`config.mk`:
```
export PLATFORM = sky130hd
export DESIGN_NAME = sparse_col_merge
export DESIGN_NICKNAME = d
export VERILOG_FILES = /design/src/rtl/scm_pkg.sv /design/src/rtl/cam_index_array.sv /design/src/rtl/value_store.sv /design/src/rtl/slot_sequencer.sv /design/src/rtl/drain_walker.sv /design/src/rtl/sparse_col_merge.sv
export SDC_FILE = /design/constraint.sdc
export NUM_CORES = 1
export LEC_CHECK = 0
export BUFFER_PORTS_ARGS = -buffer_cell sky130_fd_sc_hd__buf_2
export CAP_MARGIN = 5
export CORE_MARGIN = 2
export CORE_UTILIZATION = 35
export DETAILED_ROUTE_END_ITERATION = 6
export PLACE_DENSITY = 0.5
export REMOVE_ABC_BUFFERS = 1
export SLEW_MARGIN = 25
export SYNTH_ARGS = -nofsm -noshare
export SYNTH_HDL_FRONTEND = slang
export SYNTH_SLANG_ARGS = --single-unit
```
`constraint.sdc`:
```
create_clock -name clk -period 8.1 [get_ports clk]
set_input_delay 1.215 -clock clk [delete_from_list [all_inputs] [get_ports clk]]
set_output_delay 1.215 -clock clk [all_outputs]
set_load 0.005 [all_outputs]
```
`src/rtl/scm_pkg.sv`:
```
package scm_pkg;
  localparam int unsigned SCM_SLOTS = 16;
  localparam int unsigned SCM_IDX_W = 10;
  localparam int unsigned SCM_VAL_W = 10;

  // Kind of write-back pending in the commit stage
  typedef enum logic [1:0] {
    WB_IDLE   = 2'd0,
    WB_UPDATE = 2'd1,
    WB_ALLOC  = 2'd2
  } wb_kind_e;
endpackage

```
`src/rtl/cam_index_array.sv`:
```
module cam_index_array #(
  parameter int unsigned SLOTS  = 16,
  parameter int unsigned IDX_W  = 10,
  parameter int unsigned SLOT_W = $clog2(SLOTS)
) (
  input  logic              clk,
  input  logic              rst_n,
  input  logic              clr,
  input  logic              wr_en,
  input  logic [SLOT_W-1:0] wr_slot,
  input  logic [IDX_W-1:0]  wr_row,
  input  logic [IDX_W-1:0]  key,
  input  logic [SLOT_W-1:0] rd_slot,
  output logic [SLOTS-1:0]  match,
  output logic [IDX_W-1:0]  rd_row
);
  logic [IDX_W-1:0] row_q [SLOTS];
  logic [SLOTS-1:0] vld_q;

  always_ff @(posedge clk or negedge rst_n) begin
    if (!rst_n) begin
      vld_q <= '0;
      for (int i = 0; i < int'(SLOTS); i++) row_q[i] <= '0;
    end else begin
      for (int i = 0; i < int'(SLOTS); i++) begin
        if (wr_en && wr_slot == SLOT_W'(i)) row_q[i] <= wr_row;
      end
      if (clr) vld_q <= '0;
      else if (wr_en) vld_q[wr_slot] <= 1'b1;
    end
  end

  // One comparator per slot, all evaluated in the same cycle
  for (genvar g = 0; g < int'(SLOTS); g++) begin : g_cmp
    assign match[g] = vld_q[g] && (row_q[g] == key);
  end

  assign rd_row = row_q[rd_slot];
endmodule

```
`src/rtl/value_store.sv`:
```
module value_store #(
  parameter int unsigned SLOTS  = 16,
  parameter int unsigned VAL_W  = 10,
  parameter int unsigned SLOT_W = $clog2(SLOTS)
) (
  input  logic              clk,
  input  logic              rst_n,
  input  logic              wr_en,
  input  logic [SLOT_W-1:0] wr_slot,
  input  logic [VAL_W-1:0]  wr_val,
  input  logic [SLOT_W-1:0] rd_a_slot,
  output logic [VAL_W-1:0]  rd_a,
  input  logic [SLOT_W-1:0] rd_b_slot,
  output logic [VAL_W-1:0]  rd_b
);
  logic [VAL_W-1:0] mem_q [SLOTS];

  always_ff @(posedge clk or negedge rst_n) begin
    if (!rst_n) begin
      for (int i = 0; i < int'(SLOTS); i++) mem_q[i] <= '0;
    end else if (wr_en) begin
      mem_q[wr_slot] <= wr_val;
    end
  end

  assign rd_a = mem_q[rd_a_slot];
  assign rd_b = mem_q[rd_b_slot];
endmodule

```
`src/rtl/slot_sequencer.sv`:
```
module slot_sequencer #(
  parameter int unsigned SLOTS  = 16,
  parameter int unsigned SLOT_W = $clog2(SLOTS),
  parameter int unsigned CNT_W  = $clog2(SLOTS + 1)
) (
  input  logic              clk,
  input  logic              rst_n,
  input  logic              clr,
  input  logic              alloc,
  output logic [CNT_W-1:0]  fill_cnt,
  output logic [SLOT_W-1:0] alloc_slot,
  output logic              full
);
  logic [CNT_W-1:0] cnt_q;

  always_ff @(posedge clk or negedge rst_n) begin
    if (!rst_n)                cnt_q <= '0;
    else if (clr)              cnt_q <= '0;
    else if (alloc && !full)   cnt_q <= cnt_q + CNT_W'(1);
  end

  assign fill_cnt   = cnt_q;
  assign alloc_slot = cnt_q[SLOT_W-1:0];
  assign full       = (cnt_q == CNT_W'(SLOTS));
endmodule

```
`src/rtl/drain_walker.sv`:
```
module drain_walker #(
  parameter int unsigned SLOTS  = 16,
  parameter int unsigned SLOT_W = $clog2(SLOTS),
  parameter int unsigned CNT_W  = $clog2(SLOTS + 1)
) (
  input  logic              clk,
  input  logic              rst_n,
  input  logic              clr,
  input  logic              start,
  input  logic [CNT_W-1:0]  fill_cnt,
  output logic              active,
  output logic [SLOT_W-1:0] ptr,
  output logic              last
);
  logic              act_q;
  logic [SLOT_W-1:0] ptr_q;

  assign last = act_q && ((CNT_W'(ptr_q) + CNT_W'(1)) == fill_cnt);

  always_ff @(posedge clk or negedge rst_n) begin
    if (!rst_n) begin
      act_q <= 1'b0;
      ptr_q <= '0;
    end else if (clr) begin
      act_q <= 1'b0;
      ptr_q <= '0;
    end else if (start && !act_q && fill_cnt != '0) begin
      act_q <= 1'b1;
      ptr_q <= '0;
    end else if (act_q) begin
      if (last) act_q <= 1'b0;
      else      ptr_q <= ptr_q + SLOT_W'(1);
    end
  end

  assign active = act_q;
  assign ptr    = ptr_q;
endmodule

```
`src/rtl/sparse_col_merge.sv`:
```
module sparse_col_merge
  import scm_pkg::*;
#(
  parameter int unsigned SLOTS = SCM_SLOTS,
  parameter int unsigned IDX_W = SCM_IDX_W,
  parameter int unsigned VAL_W = SCM_VAL_W
) (
  input  logic             clk,
  input  logic             rst_n,
  input  logic             clr,
  input  logic             in_valid,
  output logic             in_ready,
  input  logic [IDX_W-1:0] in_row,
  input  logic [VAL_W-1:0] in_a,
  input  logic [VAL_W-1:0] in_b,
  input  logic             drain_start,
  output logic             out_valid,
  output logic [IDX_W-1:0] out_row,
  output logic [VAL_W-1:0] out_val,
  output logic             out_last,
  output logic             full
);
  localparam int unsigned SLOT_W = $clog2(SLOTS);
  localparam int unsigned CNT_W  = $clog2(SLOTS + 1);
  localparam int unsigned PROD_W = 2 * VAL_W + 1;
  localparam logic [VAL_W-1:0] VAL_MAX = '1;

  // Saturating multiply-add
  function automatic logic [VAL_W-1:0] sat_mac(input logic [VAL_W-1:0] base,
                                               input logic [VAL_W-1:0] a,
                                               input logic [VAL_W-1:0] b);
    logic [PROD_W-1:0] s;
    s = PROD_W'(a) * PROD_W'(b) + PROD_W'(base);
    return (s > PROD_W'(VAL_MAX)) ? VAL_MAX : s[VAL_W-1:0];
  endfunction

  // Lowest set bit wins
  function automatic logic [SLOT_W-1:0] first_set(input logic [SLOTS-1:0] v);
    logic [SLOT_W-1:0] r;
    r = '0;
    for (int i = int'(SLOTS) - 1; i >= 0; i--) begin
      if (v[i]) r = SLOT_W'(i);
    end
    return r;
  endfunction

  // Commit stage registers
  wb_kind_e          wb_kind;
  logic [SLOT_W-1:0] wb_slot;
  logic [IDX_W-1:0]  wb_row;
  logic [VAL_W-1:0]  wb_val;
  logic              wb_pend;

  // Named internal events
  logic [SLOTS-1:0]  cam_match;
  logic [SLOTS-1:0]  fwd_vec;
  logic [SLOTS-1:0]  match_vec;
  logic              hit;
  logic [SLOT_W-1:0] hit_slot;
  logic [VAL_W-1:0]  stored_val;
  logic [VAL_W-1:0]  old_val;
  logic [VAL_W-1:0]  new_val;
  logic              accept;
  logic              alloc;
  logic [CNT_W-1:0]  fill_cnt;
  logic [SLOT_W-1:0] alloc_slot;
  logic              draining;
  logic [SLOT_W-1:0] drain_ptr;
  logic              drain_last;

  assign wb_pend = (wb_kind != WB_IDLE);

  cam_index_array #(.SLOTS(SLOTS), .IDX_W(IDX_W), .SLOT_W(SLOT_W)) u_cam (
    .clk     (clk),
    .rst_n   (rst_n),
    .clr     (clr),
    .wr_en   (wb_pend),
    .wr_slot (wb_slot),
    .wr_row  (wb_row),
    .key     (in_row),
    .rd_slot (drain_ptr),
    .match   (cam_match),
    .rd_row  (out_row)
  );

  value_store #(.SLOTS(SLOTS), .VAL_W(VAL_W), .SLOT_W(SLOT_W)) u_store (
    .clk       (clk),
    .rst_n     (rst_n),
    .wr_en     (wb_pend),
    .wr_slot   (wb_slot),
    .wr_val    (wb_val),
    .rd_a_slot (hit_slot),
    .rd_a      (stored_val),
    .rd_b_slot (drain_ptr),
    .rd_b      (out_val)
  );

  slot_sequencer #(.SLOTS(SLOTS), .SLOT_W(SLOT_W), .CNT_W(CNT_W)) u_seq (
    .clk        (clk),
    .rst_n      (rst_n),
    .clr        (clr),
    .alloc      (alloc),
    .fill_cnt   (fill_cnt),
    .alloc_slot (alloc_slot),
    .full       (full)
  );

  drain_walker #(.SLOTS(SLOTS), .SLOT_W(SLOT_W), .CNT_W(CNT_W)) u_drain (
    .clk      (clk),
    .rst_n    (rst_n),
    .clr      (clr),
    .start    (drain_start),
    .fill_cnt (fill_cnt),
    .active   (draining),
    .ptr      (drain_ptr),
    .last     (drain_last)
  );

  // Forward the entry still in the commit stage, both its index and its value
  assign fwd_vec   = (wb_pend && wb_row == in_row) ? (SLOTS'(1) << wb_slot) : '0;
  assign match_vec = cam_match | fwd_vec;
  assign hit       = |match_vec;
  assign hit_slot  = first_set(match_vec);
  assign old_val   = (wb_pend && wb_slot == hit_slot) ? wb_val : stored_val;
  assign new_val   = sat_mac(hit ? old_val : '0, in_a, in_b);

  assign in_ready  = !draining && !clr && !drain_start && (hit || !full);
  assign accept    = in_valid && in_ready;
  assign alloc     = accept && !hit;

  always_ff @(posedge clk or negedge rst_n) begin
    if (!rst_n) begin
      wb_kind <= WB_IDLE;
      wb_slot <= '0;
      wb_row  <= '0;
      wb_val  <= '0;
    end else if (accept) begin
      wb_kind <= hit ? WB_UPDATE : WB_ALLOC;
      wb_slot <= hit ? hit_slot : alloc_slot;
      wb_row  <= in_row;
      wb_val  <= new_val;
    end else begin
      wb_kind <= WB_IDLE;
    end
  end

  assign out_valid = draining;
  assign out_last  = drain_last;
endmodule

```
==> results of run 1 <==
-- cells in the mapped netlist (all sizes together), types with 40 or more instances --
| cell type | instances |
|---|---|
| mux2 | 328 |
| a21oi | 55 |
| nand2 | 179 |
| fa | 73 |
| ha | 64 |
| xnor2 | 180 |
| inv | 90 |
| mux4 | 40 |
| nand4 | 73 |
| and2 | 50 |
| nor2 | 85 |
| buf | 65 |
| o21ai | 58 |
| clkbuf | 99 |
| mux2i | 161 |
| nor3 | 50 |
| dfrtp | 372 |
| nand3 | 42 |
-- worst min-delay path by stage --
| stage | start | endpoint | cells past startpoint |
|---|---|---|---|
| global route | u_store.mem_q[149] | u_store.mem_q[149] | 2 |
| CTS | u_store.mem_q[149] | u_store.mem_q[149] | 2 |
| finish | u_store.mem_q[149] | u_store.mem_q[149] | 2 |
| global placement | u_store.mem_q[149] | u_store.mem_q[149] | 2 |
| floorplan | u_store.mem_q[140] | u_store.mem_q[140] | 2 |
| detailed placement | u_store.mem_q[142] | u_store.mem_q[142] | 2 |
-- state kept, by name (all words and copies together) (netlist names) --
name	count
u_drain.active	1
u_cam.vld_q	16
u_cam.row_q	160
wb_row	10
u_seq.fill_cnt	5
wb_val	10
u_drain.ptr	4
u_store.mem_q	160
wb_kind	2
wb_slot	4
-- per-stage QoR --
stage,setup TNS [ns],setup WS [ns],util (%),total power [µW],hold slack (ns)
after global routing,-2.53,-0.279,43.3,7930,0.534
final,-0.101,-0.0224,43.3,7470,0.507
after detailed placement,-10.75,-1.09,39.7,5210,0.491
after global placement,-10.53,-1.06,39.7,5170,0.481
after floorplan,-29.48,-2.95,-,4200,0.458
after CTS,0,0.00179,42.3,7400,0.503
-- final cells by class --
class	instances	share of cell area, %
Clock inverter	15	0.659
Timing Repair Buffer	368	9.46
Inverter	91	1.10
Tap cell	950	3.84
Sequential cell	372	30.1
Clock buffer	64	4.27
Multi-Input combinational cell	1677	50.6
-- report_power, final --
group | internal, µW | leakage [µW] | switching (µW) | total (µW)
Combinational | 1370 | 0.00792 | 1320 | 2690
Sequential | 2270 | 0.00489 | 388 | 2660
Clock | 1230 | 0.000733 | 887 | 2120
Total | 4870 | 0.0135 | 2600 | 7470
-- cells by family (layout without fill, tap and decap cells) --
kind of cell / count (synthesis) / after routing / share of synthesized area [%]
mux: 529 / 529 / 24.5
compound gates: 274 / 274 / 7.49
fa+ha+maj: 137 / 137 / 8.95
xor+xnor: 189 / 189 / 6.98
flops: 372 / 372 / 36.8
buf+inv: 255 / 538 / 4.34
simple gates: 547 / 548 / 10.9
-- critical path: cells and delay by family --
| family | cells | cell delay (ns) |
|---|---|---|
| buffers and inverters | 7 | 0.93 |
| multiplexers | 3 | 0.44 |
| adder cells (fa/ha/maj) | 4 | 1.70 |
| XOR/XNOR | 1 | 0.31 |
| AO/OA/AOI/OAI | 9 | 2.06 |
| AND/OR/NAND/NOR | 7 | 1.93 |
-- what timing repair did --
| item | 4_1_cts | 5_1_grt |
|---|---|---|
| buffers inserted | 3 | 24 |
| endpoints found under the setup margin | 10 | 10 |
| pin swaps | 17 | 55 |
| resized for setup | 56 | 93 |
| cloned | 0 | 2 |
-- layer usage --
metal / vias up / wire (µm) / share of wire, %
li1: 8751 / - / -
met1: 10300 / 38900 / 45
met2: 448 / 41400 / 47
met3: 141 / 3900 / 4.5
met4: 4 / 3040 / 3.5
met5: - / 14 / 0.016
==> out/qor.yml, run 1 <==
placement:
  place_inst: 3431
  place_congestion: 0.964
  placed_area_um2: 28400
  portBuffers: 58
  hpwl_um: 61700
setup_path:
  r2r_start: "u_cam.row_q[90]"
  critPathLaunchType: "input port"
  r2r_setup_slack_ns: 0.39
  max_stage_delay_ns: 0.52
  critical_path.startpoint: "in_row[9]"
  r2r_end: "wb_val[7]"
  worstSetupEndpoint: "wb_val[7]"
  cp_max_fo: 5
  worstSetupEndpointType: "flop"
  critPathSlowestCell: "fa_1"
  cp.arrival_ns: 8.61
  rr_worst_depth: 30
  path_class: "in -> reg"
  crit_top_cell: "fa_1"
  cp.required_ns: 8.59
power_and_ir_drop:
  power.static_leakage_uw: 0.0135
  power_density_nw_per_um2: 241
  peakVddDrop_uv: 182
synth:
  ys_warn_count: 0
  ys_ff_latch: 372
  syn_inst: 2303
  synth-edff-count: 0
  synth_area_leaders: "dfrtp_1, mux2_2, mux2i_1, xnor2_1, fa_1"
  synthDistinctLibCells: 83
  async_reset_ff_share_pct: 100
  synth_top_area_share_pct: 36.8
  ys_dominant_reg_cell: "dfrtp_1"
  synth_top_area_cell: "dfrtp_1"
  synth_area_um2: 25300
  yosysSeqAreaShare_pct: 36.8
  syn_avg_cell_area_um2: 11.0
global_route:
  grt_use_met1_pct: 31.9
  overflow: 0
  met2_usage_pct: 38.7
  grt_max_degree: 122
  busiest_layer: "met2"
  grt_pass1_wl_um: 131000
  grtUsageTotal_pct: 23.4
  grt_pass1_vias: 20200
  met3_usage_pct: 3.04
  antenna_found_initial: 3
detailed_routing:
  vias: 19600
  wl_per_cell_um: 24.7
  antenna_left: 0
  drt-initial-drc-count: 1297
  wl_um: 87300
  viasPerCell: 5.54
  drc: 0
  dr.pass1.iters: 5
timing:
  max_freq_mhz: 123
  finalCriticalPeriod_ns: 8.12
  hold_viol: 0
  rsz0062_at_grt: "yes"
  finalClockSkew_ns: 0.0410
  setup_violations: 5
  worstMarginPinSlew_ns: 1.13
  finalWorstSetupSlack_ns: -0.0224
  post-route-period-util_pct: 100
  max-slew-margin-rel_pct: 24.9
  maxSlewViolCount: 0
finish:
  final_common_cell: "dfrtp_1"
  final_cell_area_um2: 30900
  multi_input_area_um2: 15600
  register_area_um2: 9320
  antenna-diode-count: 0
  stdcell_count: 3537
  final_cell_mix: "dfrtp_1, mux2_2, buf_4"
  nNetsFinal: 2729
  layout-area-overhead-vs-synth_pct: 22.4
  fillers: 6812
  drive_gt1_share_pct: 36.7
clock_tree:
  cts_tree: "built"
  cts_buffer_depth: 3
  clock_latency_ns: 0.62
  htree_levels: 2
  cts_hold_buffers: 0
  clkTransAtPathRegs_ns: 0.05
  root_buffer: "clkbuf_16"
  cts_buffers: 47
  cts_sinks: 372
flow_run:
  maxCapViolations: 0
outcome:
  violations: "negative setup slack"
  outcome: "finished, violations left"
die:
  core_region_area_um2: 71500
  rows: 98
  initial_core_util_pct: 35.4
  die-area_um2: 74400
  die_h_um: 273
  io-pin-count: 59
  die_width_um: 273
hold_path:
  hp-class: "reg -> reg"
(Power assumes the default switching activity.)
==> run 2: changes to the inputs <==
CORE_MARGIN = not set   (was 2)
SYNTH_HIERARCHICAL = 1   (was not set)
==> out/qor.yml, run 2 <==
detailed_routing:
  viasPerCell: 5.51
  wl_per_cell_um: 23.3
  drc: 0
  wl_met1_um: 33000
  wl_met3_um: 3580
  wl_um: 72600
  vias: 17200
  wl_met2_um: 34600
  top_layer: "met4"
  antenna_left: 0
  dr.pass1.iters: 5
  drt-initial-drc-count: 1527
timing:
  post-route-period-util_pct: 95.4
  hold_viol: 0
  finalClockSkew_ns: 0.0124
  hold_ws_ns: 0.512
  max_freq_mhz: 129
  worstMarginPinSlew_ns: 1.07
  finalCriticalPeriod_ns: 7.72
  max-slew-margin-rel_pct: 28.2
  setup_violations: 0
  maxSlewViolCount: 0
placement:
  placed_area_um2: 26800
  portBuffers: 58
  hpwl_um: 50200
  place_congestion: 0.854
finish:
  final_cell_area_um2: 28400
  register_area_um2: 9320
  multi_input_area_um2: 14400
  nNetsFinal: 2326
  fillers: 6497
  post-route-util_pct: 41.3
  largestRegisters: "u_cam/row_q: 160 flops, u_store/mem_q: 160 flops, u_cam/vld_q: 16 flops"
  final_common_cell: "dfrtp_1"
  drive_gt1_share_pct: 38.2
  layout-area-overhead-vs-synth_pct: 16.2
  final_cell_mix: "dfrtp_1, mux2_2, xnor2_1"
die:
  initial_core_util_pct: 35.5
  die_h_um: 266
  die_width_um: 266
  core_region_area_um2: 68800
  io-pin-count: 59
  die-area_um2: 70900
  rows: 96
synth:
  yosys-top-cells-count: "dfrtp_1, mux2_2, xnor2_1"
  synth_top_area_share_pct: 38.1
  synth_area_leaders: "dfrtp_1, mux2_2, mux4_2, xnor2_1, fa_1"
  ys_dominant_reg_cell: "dfrtp_1"
  ys_ff_latch: 372
  synthDistinctLibCells: 86
  synth.most_common_cell: "dfrtp_1"
  async_reset_ff_share_pct: 100
  synth_area_um2: 24500
  ys_warn_count: 6
  synth_top_area_cell: "dfrtp_1"
  synth-edff-count: 0
  syn_avg_cell_area_um2: 12.2
  syn_inst: 1996
  yosysSeqAreaShare_pct: 38.1
clock_tree:
  cts_hold_buffers: 0
  clock_latency_ns: 0.56
  cts_buffers: 43
  cts_buffer_depth: 3
  cts_tree: "built"
  cts_sinks: 372
  root_buffer: "clkbuf_16"
  clkTransAtPathRegs_ns: 0.06
  htree_levels: 2
global_route:
  antenna_found_initial: 0
  grt_pass1_wl_um: 112000
  grtUsageTotal_pct: 20.8
  overflow: 0
  grt_pass1_vias: 17800
  grt_max_degree: 129
setup_path:
  critPathSlowestCell: "mux4_2"
  crit_top_cell: "buf_4"
  critPathLaunchType: "input port"
  max_stage_delay_ns: 0.46
  cp.required_ns: 8.54
  critical_path.startpoint: "in_row[6]"
  rr_worst_depth: 32
  crit_buf_inv: 9
  cp.arrival_ns: 8.16
  r2r_end: "wb_val[7]"
  r2r_start: "u_cam/row_q[102]"
  critPathTopFamily: "compound AO/OA/AOI/OAI gates"
  cp_max_fo: 14
  r2r_setup_slack_ns: 0.81
  worstSetupEndpointType: "flop"
  path_class: "in -> reg"
outcome:
  outcome: "finished clean"
power_and_ir_drop:
  p_total_uw: 6010
  power.static_leakage_uw: 0.0124
  peakVddDrop_uv: 170
  power_density_nw_per_um2: 211
hold_path:
  hold_end: "u_cam/vld_q[10]"
  hold_start: "u_cam/vld_q[10]"
  hp-class: "reg -> reg"
  holdPathStages: 1
flow_run:
  maxCapViolations: 0
run 2: worst max path at each step:
| stage | cells after the start | to | slack, ns |
|---|---|---|---|
| finish | 36 | wb_val[7] | 0.38 |
| global route | 34 | wb_val[7] | -0.02 |
| CTS | 35 | wb_val[7] | 0.004 |
| detailed placement | 32 | wb_val[3] | -0.73 |
| global placement | 30 | wb_val[0] | -0.71 |
| floorplan | 28 | wb_val[0] | -4.41 |
run 2: repair_timing:
action / 4_1_cts / 5_1_grt
pin swaps: 0 / 15
endpoints found under the setup margin: 10 / 10
resized for setup: 2 / 57
gates cloned: 0 / 1
buffers inserted: 0 / 6
run 2: layout make-up:
| cell class | instances | share of cell area, % |
|---|---|---|
| Antenna cell | 1 | 0.00881 |
| Timing Repair Buffer | 243 | 6.71 |
| Sequential cell | 372 | 32.8 |
| Multi-Input combinational cell | 1411 | 50.6 |
| Inverter | 83 | 1.10 |
| Tap cell | 931 | 4.10 |
| Clock inverter | 9 | 0.286 |
| Clock buffer | 65 | 4.39 |
run 2: cells by family after synthesis:
| logic type | count (synthesis) | share of synthesized area [%] |
|---|---|---|
| AOI/OAI and AO/OA | 207 | 5.97 |
| adders and majority gates | 137 | 9.25 |
| DFF | 372 | 38.1 |
| muxes | 450 | 26.5 |
| buffers and inverters | 213 | 4.03 |
| xor gates and xnor gates | 189 | 6.89 |
| and+or+nand+nor | 428 | 9.29 |
run 2: power breakdown:
| group | total, µW | leakage, µW | internal (µW) | switching [µW] |
|---|---|---|---|---|
| combinational | 1980 | 0.00676 | 972 | 1010 |
| sequential | 2150 | 0.00498 | 2000 | 151 |
| clock | 1870 | 0.000657 | 1090 | 783 |
run 2: metal layers:
metal | global-route usage (%) | up-vias
met2 | 33.5 | 464
met1 | 29.4 | 9073
met5 | 0 | -
met3 | 3.00 | 103
met4 | 4.99 | 0
li1 | - | 7517
run 2: metrics by stage:
step | instances | setup slack, ns | setup TNS (ns)
after detailed placement | 3033 | -0.726 | -7.15
after floorplan | 1866 | -4.41 | -44.08
after global routing | 3114 | -0.0182 | -0.0478
final | 3115 | 0.376 | 0
after global placement | 3033 | -0.709 | -7.05
after CTS | 3107 | 0.00383 | 0
==> run 3: changes to the inputs <==
CAP_MARGIN = 20   (was 5)
CTS_BUF_LIST = sky130_fd_sc_hd__clkbuf_2   (was not set)
==> out/qor.yml, run 3 (same netlist as run 2, synthesis figures left out) <==
outcome:
  outcome: "finished clean"
global_route:
  grt_pass1_vias: 18300
  busiest_layer: "met2"
  grt_pass1_wl_um: 113000
  met2_usage_pct: 33.5
  overflow: 0
  grt_use_met1_pct: 28.9
  met3_usage_pct: 4.12
  antenna_found_initial: 2
  grt_max_degree: 129
  grtUsageTotal_pct: 21.0
power_and_ir_drop:
  net-switching-power_uw: 1990
  power.static_leakage_uw: 0.0124
  switching_share_pct: 36.2
  pwr-share-comb_pct: 35.5
  power_density_nw_per_um2: 198
  clkPwrFrac_pct: 25.4
  seqPwrFrac_pct: 39.1
  peakVddDrop_uv: 162
  power_report.internal_total_uw: 3510
timing:
  setup_violations: 0
  max-slew-margin-rel_pct: 29.4
  worstMarginPinSlew_ns: 1.06
  finalClockSkew_ns: 0.109
  maxSlewViolCount: 0
  max_freq_mhz: 131
  hold_ws_ns: 0.133
  hold_viol: 0
  rsz0062_at_grt: "no"
  finalCriticalPeriod_ns: 7.64
  post-route-period-util_pct: 94.3
setup_path:
  cp_max_fo: 14
  worstSetupEndpointType: "flop"
  max_stage_delay_ns: 0.45
  critPathSlowestCell: "fa_1"
  crit_top_cell: "buf_4"
  critPathLaunchType: "input port"
  cp.arrival_ns: 8.57
  path_class: "in -> reg"
  cp.required_ns: 9.04
detailed_routing:
  drc: 0
  viasPerCell: 5.40
  drt-initial-drc-count: 1237
  antenna_left: 0
  vias: 17400
  dr.pass1.iters: 5
  wl_per_cell_um: 22.6
  wl_um: 72800
clock_tree:
  htree_levels: 3
  postCtsSetupRepairBufs: 0
  cts_buffer_depth: 3
  cts_sinks: 372
  cts_hold_buffers: 0
  clock_latency_ns: 1.15
  clkTransAtPathRegs_ns: 0.09
  root_buffer: "clkbuf_2"
  cts_buffers: 103
  cts_tree: "built"
die:
  core_region_area_um2: 68800
  die_width_um: 266
  rows: 96
  die-area_um2: 70900
  io-pin-count: 59
  initial_core_util_pct: 35.5
  die_h_um: 266
flow_run:
  maxCapViolations: 0
placement:
  place_congestion: 0.854
  hpwl_um: 50200
  portBuffers: 58
hold_path:
  hp-class: "in -> async"
finish:
  final_cell_mix: "dfrtp_1, mux2_2, xnor2_1"
  post-route-util_pct: 40.4
  layout-area-overhead-vs-synth_pct: 13.6
  final_common_cell: "dfrtp_1"
  drive_gt1_share_pct: 39.4
  nNetsFinal: 2379
  largestRegisters: "u_cam/row_q: 160 flops, u_store/mem_q: 160 flops, u_cam/vld_q: 16 flops"
run 3: cell count changes in the layout (fill, tap and decap cells not counted), moves of 5 or more:
cell / previous run / this run
clkbuf_2: 0 / 155
clkbuf_16: 44 / 0
clkinv_1: 0 / 20
clkbuf_1: 13 / 0
clkbuf_8: 9 / 0
buf_6: 8 / 0
a22oi_1: 52 / 59
a22oi_2: 8 / 1
diode_2: 1 / 7
nor3_1: 15 / 21
nor3_2: 10 / 4
o21ai_0: 22 / 27
o21ai_1: 15 / 10
run 3: path summary, 6_finish.rpt:
check / start / to / slack, ns / cells after the start
setup / recovery: in_row[6] / wb_val[7] / 0.46 / 35
hold / removal: rst_n / u_cam/row_q[81] / 0.13 / 1
setup reg to reg: u_cam/row_q[106] / wb_val[7] / 0.51 / 31
hold reg to reg: u_cam/vld_q[10] / u_cam/vld_q[10] / 0.52 / 1
max in group asynchronous: rst_n / u_drain/ptr[0] / 6.63 / 2
min in group clk: drain_start / wb_kind[0] / 0.48 / 3
run 3: area by class of cell:
cell class	instances	area, µm²
Tap cell	931	1160
Clock inverter	31	170
Fill cell	6620	41000
Antenna cell	7	17.5
Clock buffer	155	776
Multi-Input combinational cell	1411	14200
Sequential cell	372	9320
Inverter	83	312
Timing Repair Buffer	236	1790
run 3: per-layer routing:
layer  routed length, µm  vias up
li1                    -     7714
met1               32800     9161
met2               34700      452
met3                3960      105
met4                1380        0
met5                   0        -
run 3: timing repair:
item | CTS | global route
endpoints found under the hold margin | 0 | 0
setup endpoints to repair | 0 | 10
resized for setup | 0 | 8
run 3: per-stage QoR:
step / TNS [ns] / total power (µW) / std cells / setup WS [ns] / instance area [µm²]
5_1_grt: 0 / 5900 / 3225 / 0.00497 / 27800
3_3_place_gp: -7.05 / 4100 / 3033 / -0.709 / 26800
3_5_place_dp: -7.15 / 4120 / 3033 / -0.726 / 26800
6_report: 0 / 5490 / 3226 / 0.464 / 27800
2_1_floorplan: -44.08 / 3390 / 1866 / -4.41 / 23800
4_1_cts: 0 / 5560 / 3219 / 0.156 / 27700
run 3: critical path: cells and delay by family:
kind	cells	cell delay (ns)
fa+ha+maj	5	1.72
mux	1	0.44
compound gates	14	2.58
buf+inv	8	1.31
xor+xnor	2	0.29
simple gates	5	1.00
run 3: power groups by stage:
stage | registers (µW) | logic, µW | clock network [µW]
3_5_place_dp | 2180 | 1940 | 0
5_1_grt | 2170 | 2180 | 1550
6_report | 2150 | 1950 | 1390
3_3_place_gp | 2170 | 1930 | 0
4_1_cts | 2140 | 1960 | 1460
2_1_floorplan | 2160 | 1230 | 0
